`src/rtl/shf_pkg.sv`:
```
package shf_pkg;
  typedef enum logic {
    OP_STACK = 1'b0,
    OP_IMM   = 1'b1
  } shf_op_e;
endpackage

```
`src/rtl/shf_count_decode.sv`:
```
module shf_count_decode #(
  parameter int W     = 16,
  parameter int IMM_W = 8,
  localparam int SHW  = $clog2(W)
) (
  input  logic             op_imm,
  input  logic [W-1:0]     count_word,
  input  logic [IMM_W-1:0] count_byte,
  output logic             go_right,
  output logic [SHW-1:0]   amount,
  output logic             force_zero
);
  logic [W-1:0] cnt;
  logic [W-1:0] neg_cnt;
  logic [W:0]   bias_sum;
  logic         left_over;
  logic         right_over;

  // pick the count source; the byte is sign-extended to full width
  always_comb begin
    if (op_imm) cnt = {{(W-IMM_W){count_byte[IMM_W-1]}}, count_byte};
    else        cnt = count_word;
  end

  assign go_right = cnt[W-1];
  assign neg_cnt  = ~cnt + 1'b1;

  // left path: any bit above the shift field means out of range
  assign left_over = |cnt[W-1:SHW];

  // right path: count + (W-1) without carry means count < -(W-1)
  assign bias_sum   = {1'b0, cnt} + (W+1)'(W-1);
  assign right_over = ~bias_sum[W];

  assign amount     = go_right ? neg_cnt[SHW-1:0] : cnt[SHW-1:0];
  assign force_zero = go_right ? right_over : left_over;

  // an immediate with its top bit set gives an all-ones upper part
  always_comb begin
    if (op_imm && count_byte[IMM_W-1])
      a_r6_sign_extend: assert (cnt[W-1:IMM_W] == '1);
  end
endmodule

```
`src/rtl/shf_barrel.sv`:
```
module shf_barrel #(
  parameter int W    = 16,
  localparam int SHW = $clog2(W)
) (
  input  logic [W-1:0]   din,
  input  logic [SHW-1:0] amt,
  input  logic           right,
  output logic [W-1:0]   dout
);
  logic [W-1:0] rin;
  logic [W-1:0] stg [0:SHW];

  // right shifts reuse the left network on a bit-reversed word
  for (genvar i = 0; i < W; i++) begin : g_rev_in
    assign rin[i] = right ? din[W-1-i] : din[i];
  end

  assign stg[0] = rin;

  for (genvar k = 0; k < SHW; k++) begin : g_stage
    assign stg[k+1] = amt[k] ? (stg[k] << (1 << k)) : stg[k];
  end

  for (genvar i = 0; i < W; i++) begin : g_rev_out
    assign dout[i] = right ? stg[SHW][W-1-i] : stg[SHW][i];
  end
endmodule

```
`src/rtl/signed_word_shifter.sv`:
```
module signed_word_shifter #(
  parameter int W     = 16,
  parameter int IMM_W = 8
) (
  input  logic             clk,
  input  logic             rst_n,
  input  logic             in_valid,
  output logic             in_ready,
  input  logic             op_sel,
  input  logic [W-1:0]     data_in,
  input  logic [W-1:0]     count_in,
  input  logic [IMM_W-1:0] imm_in,
  output logic             out_valid,
  input  logic             out_ready,
  output logic [W-1:0]     result
);
  import shf_pkg::*;

  localparam int SHW = $clog2(W);

  shf_op_e        op;
  logic           go_right;
  logic [SHW-1:0] amount;
  logic           force_zero;
  logic [W-1:0]   shifted;
  logic           in_fire;
  logic           valid_q;
  logic [W-1:0]   result_q;

  assign op = shf_op_e'(op_sel);

  shf_count_decode #(.W(W), .IMM_W(IMM_W)) i_decode (
    .op_imm     (op == OP_IMM),
    .count_word (count_in),
    .count_byte (imm_in),
    .go_right   (go_right),
    .amount     (amount),
    .force_zero (force_zero)
  );

  shf_barrel #(.W(W)) i_barrel (
    .din   (data_in),
    .amt   (amount),
    .right (go_right),
    .dout  (shifted)
  );

  assign in_ready = ~valid_q | out_ready;
  assign in_fire  = in_valid & in_ready;

  always_ff @(posedge clk or negedge rst_n) begin
    if (!rst_n) begin
      valid_q  <= 1'b0;
      result_q <= '0;
    end else if (in_fire) begin
      valid_q  <= 1'b1;
      result_q <= force_zero ? '0 : shifted;
    end else if (out_ready) begin
      valid_q  <= 1'b0;
    end
  end

  assign out_valid = valid_q;
  assign result    = result_q;

  // an accepted request is presented on the next cycle
  a_r8_valid_follows: assert property (@(posedge clk) disable iff (!rst_n)
    in_fire |=> out_valid);

  // a drained result with no new request leaves the output empty
  a_r8_single_pulse: assert property (@(posedge clk) disable iff (!rst_n)
    (out_valid && out_ready && !in_valid) |=> !out_valid);

  // a stalled result holds its value
  a_r9_hold_stall: assert property (@(posedge clk) disable iff (!rst_n)
    (out_valid && !out_ready) |=> (out_valid && $stable(result)));

  // out-of-range counts saturate to zero
  a_r5_saturate_zero: assert property (@(posedge clk) disable iff (!rst_n)
    (in_fire && force_zero) |=> (result == '0));

  // a zero shift passes the operand through
  a_r7_identity: assert property (@(posedge clk) disable iff (!rst_n)
    (in_fire && !force_zero && amount == '0) |=> (result == $past(data_in)));
endmodule

```
`config.mk`:
```
export PLATFORM = sky130hd
export DESIGN_NAME = signed_word_shifter
export DESIGN_NICKNAME = d
export VERILOG_FILES = /design/src/rtl/shf_pkg.sv /design/src/rtl/shf_count_decode.sv /design/src/rtl/shf_barrel.sv /design/src/rtl/signed_word_shifter.sv
export SDC_FILE = /design/constraint.sdc
export NUM_CORES = 1
export LEC_CHECK = 0
export BUFFER_PORTS_ARGS = -buffer_cell sky130_fd_sc_hd__buf_2
export CAP_MARGIN = 20
export CORE_ASPECT_RATIO = 0.8
export CORE_MARGIN = 1
export CORE_UTILIZATION = 53
export DETAILED_ROUTE_END_ITERATION = 12
export GPL_ROUTABILITY_DRIVEN = 0
export HOLD_SLACK_MARGIN = 0.06
export PLACE_DENSITY = 0.83
export SLEW_MARGIN = 30
export SYNTH_ARGS = -nofsm -noshare
export SYNTH_HDL_FRONTEND = slang
export SYNTH_SLANG_ARGS = --single-unit
```
`constraint.sdc`:
```
create_clock -name clk -period 2 [get_ports clk]
set_input_delay 0.2 -clock clk [delete_from_list [all_inputs] [get_ports clk]]
set_output_delay 0.2 -clock clk [all_outputs]
set_load 0.01 [all_outputs]
```
Word level (Yosys, flattened, before mapping)
Index checks and enable logic that the tools add are counted.
{"block": "word_totals", "rom_bits": 0, "ram_bits": 0, "reg_bits": 17, "output_inout_bits": 18, "latch_bits": 0, "memories": 0}
{"block": "classes", "n_div": 0, "add_sub_neg": 2, "eq_ne": 0, "bitwise": 5, "mul": 0, "n_mux": 42, "reduce_logical": 2, "n_lt_le_gt_ge": 0, "shift": 0}
{"cell": "two-way mux 16 bit", "n": 6}
{"cell": "two-way mux 1 bit", "n": 35}
{"cell": "adder 16 x 4 -> 17 bit, second input constant", "n": 1}
{"cell": "OR reduction 12 bit", "n": 1}
{"cell": "adder 4 x 1 -> 4 bit, second input constant", "n": 1}
{"cell": "two-way mux 4 bit", "n": 1}
{"cell": "inverter 4 bit", "n": 1}
{"cell": "inverter 1 bit", "n": 2}
{"cell": "nonzero test 2 bit", "n": 1}
{"cell": "AND 1 bit", "n": 1}
{"cell": "bitwise OR 1 bit", "n": 1}

Depth between registers and ports, before layout
{"block": "logic_depth", "ltp_word": 10, "depth_mapped": 15, "ltp_nobuf": 11}

Cells and area by module
Synthesis repeated with hierarchy kept, for this count alone.
{"block": "hier_totals", "hier_cells": 213, "area_unflattened_um2": 2336.0}
{"mod": "shf_barrel", "seq_area_each_um2": 0.0, "area_per_inst_um2": 1265.0, "instances": 1, "cells_per_inst": 123}
{"mod": "signed_word_shifter", "seq_area_each_um2": 425.4, "area_per_inst_um2": 812.0, "instances": 1, "cells_per_inst": 54}
{"mod": "shf_count_decode", "seq_area_each_um2": 0.0, "area_per_inst_um2": 259.0, "instances": 1, "cells_per_inst": 36}

Worst setup path after synthesis
OpenSTA, ideal clock, no wires.
{"block": "synth_timing", "kind": "input -> register", "start": "in op_sel", "end": "reg result_q[2] (netlist: result[2])", "arrival_time_ns": 3.060, "n_path_buf": 2, "setup_ns": 0.123, "cell_stages": 13, "setup_slack_ns": -1.183, "required_time_ns": 1.877, "path_cell_list": "buf_6 mux2_2 clkinv_1 clkbuf_1 ha_1 mux2i_1 mux2i_4 mux4_2 mux2i_1 mux2i_1 mux2_2 a221oi_2 nor2_1"}
{"block": "synth_via", "elab_chain_cells": 10, "word_cells_on_any_way": 28, "classes_between": "2 x add/sub; 23 x mux; 2 x bitwise; 1 x reduce/logical"}
{"element": "from (decl)", "line": "signed_word_shifter.sv:9", "text": "input logic op_sel,"}
{"element": "two-way mux 16 bit *", "line": "shf_count_decode.sv:21", "text": "if (op_imm) cnt = {{(W-IMM_W){count_byte[IMM_W-1]}}, count_byte};"}
{"element": "inverter 4 bit", "line": "shf_count_decode.sv:26", "text": "assign neg_cnt = ~cnt + 1'b1;"}
{"element": "adder 4 x 1 -> 4 bit", "line": "shf_count_decode.sv:26"}
{"element": "two-way mux 4 bit", "line": "shf_count_decode.sv:35", "text": "assign amount = go_right ? neg_cnt[SHW-1:0] : cnt[SHW-1:0];"}
{"element": "two-way mux 16 bit (4 in series)", "line": "shf_barrel.sv:21", "text": "assign stg[k+1] = amt[k] ? (stg[k] << (1 << k)) : stg[k];"}
{"element": "two-way mux 1 bit", "line": "shf_barrel.sv:25", "text": "assign dout[i] = right ? stg[SHW][W-1-i] : stg[SHW][i];"}
{"element": "two-way mux 16 bit *", "line": "signed_word_shifter.sv:57", "text": "result_q <= force_zero ? '0 : shifted;"}
{"element": "to (signal assigned)", "line": "signed_word_shifter.sv:57"}
{"element": "to (decl)", "line": "signed_word_shifter.sv:28", "text": "logic [W-1:0] result_q;"}
Every way passes the cells marked *; elsewhere a longest branch is shown, timed or not.
A chain may end at the register's enable or synchronous reset.

Worst setup path after layout
Same ends and word-level chain as after synthesis.

==> metrics.csv <==
stage,metric,value,unit
logic_synthesis,synth_area_leader_cell,dfrtp_1,
timing,max_freq,386.9,MHz
clocking,clock_sinks,17,
logic_synthesis,synthArstFlopShare,100.0,%
logic_synthesis,avgSynthCellArea,8.346,um2
clocking,root_buffer,clkbuf_8,
outcome,outcome,"complete, but fails checks",
power_and_ir_drop,power.density,571.9,nW/um2
grt,grt_max_degree,24,
logic_synthesis,yosys-top-cells-area,"dfrtp_1, mux2i_1, mux2i_4",
setup_path,crit_path_start_kind,input pin,
timing,finalCriticalPeriod,2585,ps
logic_synthesis,ys_ff_latch,17,
route,drc,0,
finish,final_net_count,424,
power_and_ir_drop,p_leak,1.504,nW
setup_path,critical_path_class,input pin to flip-flop,
timing,hold_viol,0,
grt,antenna_found_initial,0,
grt,grt_pass1_vias,2590,
placement,place_ws,-731.9,ps
setup_path,r2r_setup_slack,210,ps
placement,port_buffers,62,
outcome,violations,negative setup slack,
clocking,cts_tree,yes,
logic_synthesis,synth_common_cells,"mux2i_1, nand2_1, nor2_1, dfrtp_1",
timing,setup_violations,16,
clocking,insertion_delay,250,ps
die,rows,20,
setup_path,path_max_fanout,16,
logic_synthesis,synth_nets,301,
die,die_area,4275,um2
grt,grtUsageTotal,36.96,%
setup_path,cp-end-kind,flip-flop,
timing,tightestPinTransition,424.0,ps
placement,place_hpwl,5484,um
route,wirelength,9706,um
timing,rsz0062_at_grt,yes,
finish,layout-drive-gt1-share,49.60,%
die,die_x,72.85,um
logic_synthesis,synth.most_common_cell,mux2i_1,
finish,area_growth,56.26,%
placement,numPlacedInstances,414,
power_and_ir_drop,ir_worst_vdd,0.4904,mV
route,drt_iter0_drc,489,
route,wl_per_cell,22.47,um
timing,fin_hold_ws,161.7,ps
logic_synthesis,yosys_most_used_dff,dfrtp_1,
setup_path,worstPathCellList,buf_8 -> buf_6 -> mux2i_4 -> buf_4 -> mux2i_1 -> mux2i_1 -> nor3_1 -> a211oi_1 -> buf_4 -> mux2_4 -> a221oi_2 -> nor2_1,
clocking,cts_buffers,3,
setup_path,max_stage_delay,390,ps
finish,final_cells,432,
timing,skew,2.901,ps
grt,grt_overflow,0,
finish,diodes,0,
logic_synthesis,synth_top_area_share,19.99,%
timing,timing.final.max_slew_violations,0,
timing,final.period_utilization,129.2,%
timing,setup_tns,-6930,ps
min_path,min_path_type,input pin to flip-flop,
logic_synthesis,synth_edf_count,0,
power_and_ir_drop,p_total,1.902,mW
logic_synthesis,ys_warn_count,0,
timing,worst_slack,-584.7,ps
logic_synthesis,ys_types,53,
setup_path,cp_slowest_cell,mux2i_4,
grt,grt_pass1_wl,12030,um
route,first_pass_iters,8,
die,start_util,55.59,%
route,num_vias,3035,
logic_synthesis,syn_inst,255,
job,maxCapViolations,0,
logic_synthesis,syn_area,2128,um2
die,io_pins,63,
clocking,cts_max_path_buffers,2,
clocking,path_clk_slew,60,ps
timing,slew_headroom,71.17,%
setup_path,cp.required,2120,ps
setup_path,cp.arrival,2710,ps
die,die_h,58.68,um
route,vias_per_cell,7.025,
logic_synthesis,ys_seq_area_share,19.99,%
route,ant_nets,0,
clocking,cts_max_level,1,
die,core_area,3829,um2
==> report_power, final <==
part	switching [mW]	leakage (nW)	internal (mW)	total, mW
clock	0.111	0.0228	0.141	0.252
combinational	0.683	1.25	0.596	1.28
sequential	0.0107	0.233	0.360	0.370
total	0.805	1.50	1.10	1.90
==> stage by stage <==
stage / instance area (um2) / utilization (%)
floorplan: 2176 / -
detailed placement: 2908 / 75.95
global route: 3326 / 86.86
finish: 3326 / 86.86
global placement: 2908 / 75.95
CTS: 3173 / 82.88
==> cell usage in the layout, fill, tap and decap left out, drive strengths merged, types with 11 or more instances in the layout <==
master,count
buf,132
mux2i,43
nand2,24
nor2,19
dfrtp,17
o21ai,16
nor3,14
a21oi,12
nand3,11
==> kinds of logic after synthesis <==
| kind of cell | Yosys count | synth area share [%] |
|---|---|---|
| AOI/OAI and AO/OA | 68 | 21.75 |
| xor gates and xnor gates | 5 | 2.411 |
| adders and majority gates | 1 | 0.5878 |
| buffers and inverters | 19 | 4.291 |
| DFF | 17 | 19.99 |
| muxes | 52 | 28.92 |
| and+or+nand+nor | 93 | 22.05 |
==> critical path, delay by kind of cell <==
| family | cells | cell delay, ps |
|---|---|---|
| compound gates | 2 | 390 |
| buf+inv | 4 | 710 |
| mux | 4 | 1040 |
| simple gates | 2 | 360 |
==> final timing paths <==
check                           start    endpoint  cells past startpoint
max reg2reg                 out_valid   result[2]                      8
max in group asynchronous       rst_n   result[6]                      2
min                          in_valid   out_valid                      2
max                            op_sel   result[2]                     12
min reg2reg                result[14]  result[14]                      2
min in group asynchronous       rst_n  result[11]                      2
==> routing by layer <==
layer	vias up	track usage, %	share of wire (%)
li1	1243	-	-
met2	328	62.08	45
met3	104	6.336	13
met5	-	0	0
met4	0	15.41	7.4
met1	1360	47.56	35
==> registers in the layout, summed over array words and instances, names as in the netlist <==
register / flops
out_valid: 1
result: 16
==> final cells by class <==
class	count	area [um2]
Sequential cell	17	425.4
Fill cell	188	503.0
Timing Repair Buffer	133	898.4
Clock buffer	4	45.04
Tap cell	55	68.82
Multi-Input combinational cell	220	1872
Inverter	3	16.27
==> timing repair <==
| action | in CTS | in global routing |
|---|---|---|
| cloned | 0 | 1 |
| endpoints found under the hold margin | 17 | 0 |
| hold buffers | 1 | 0 |
| resized for setup | 32 | 20 |
| pin swaps | 9 | 8 |
| setup buffers | 7 | 5 |
| endpoints found under the setup margin | 16 | 16 |
Power figures use the tool's default switching activity.
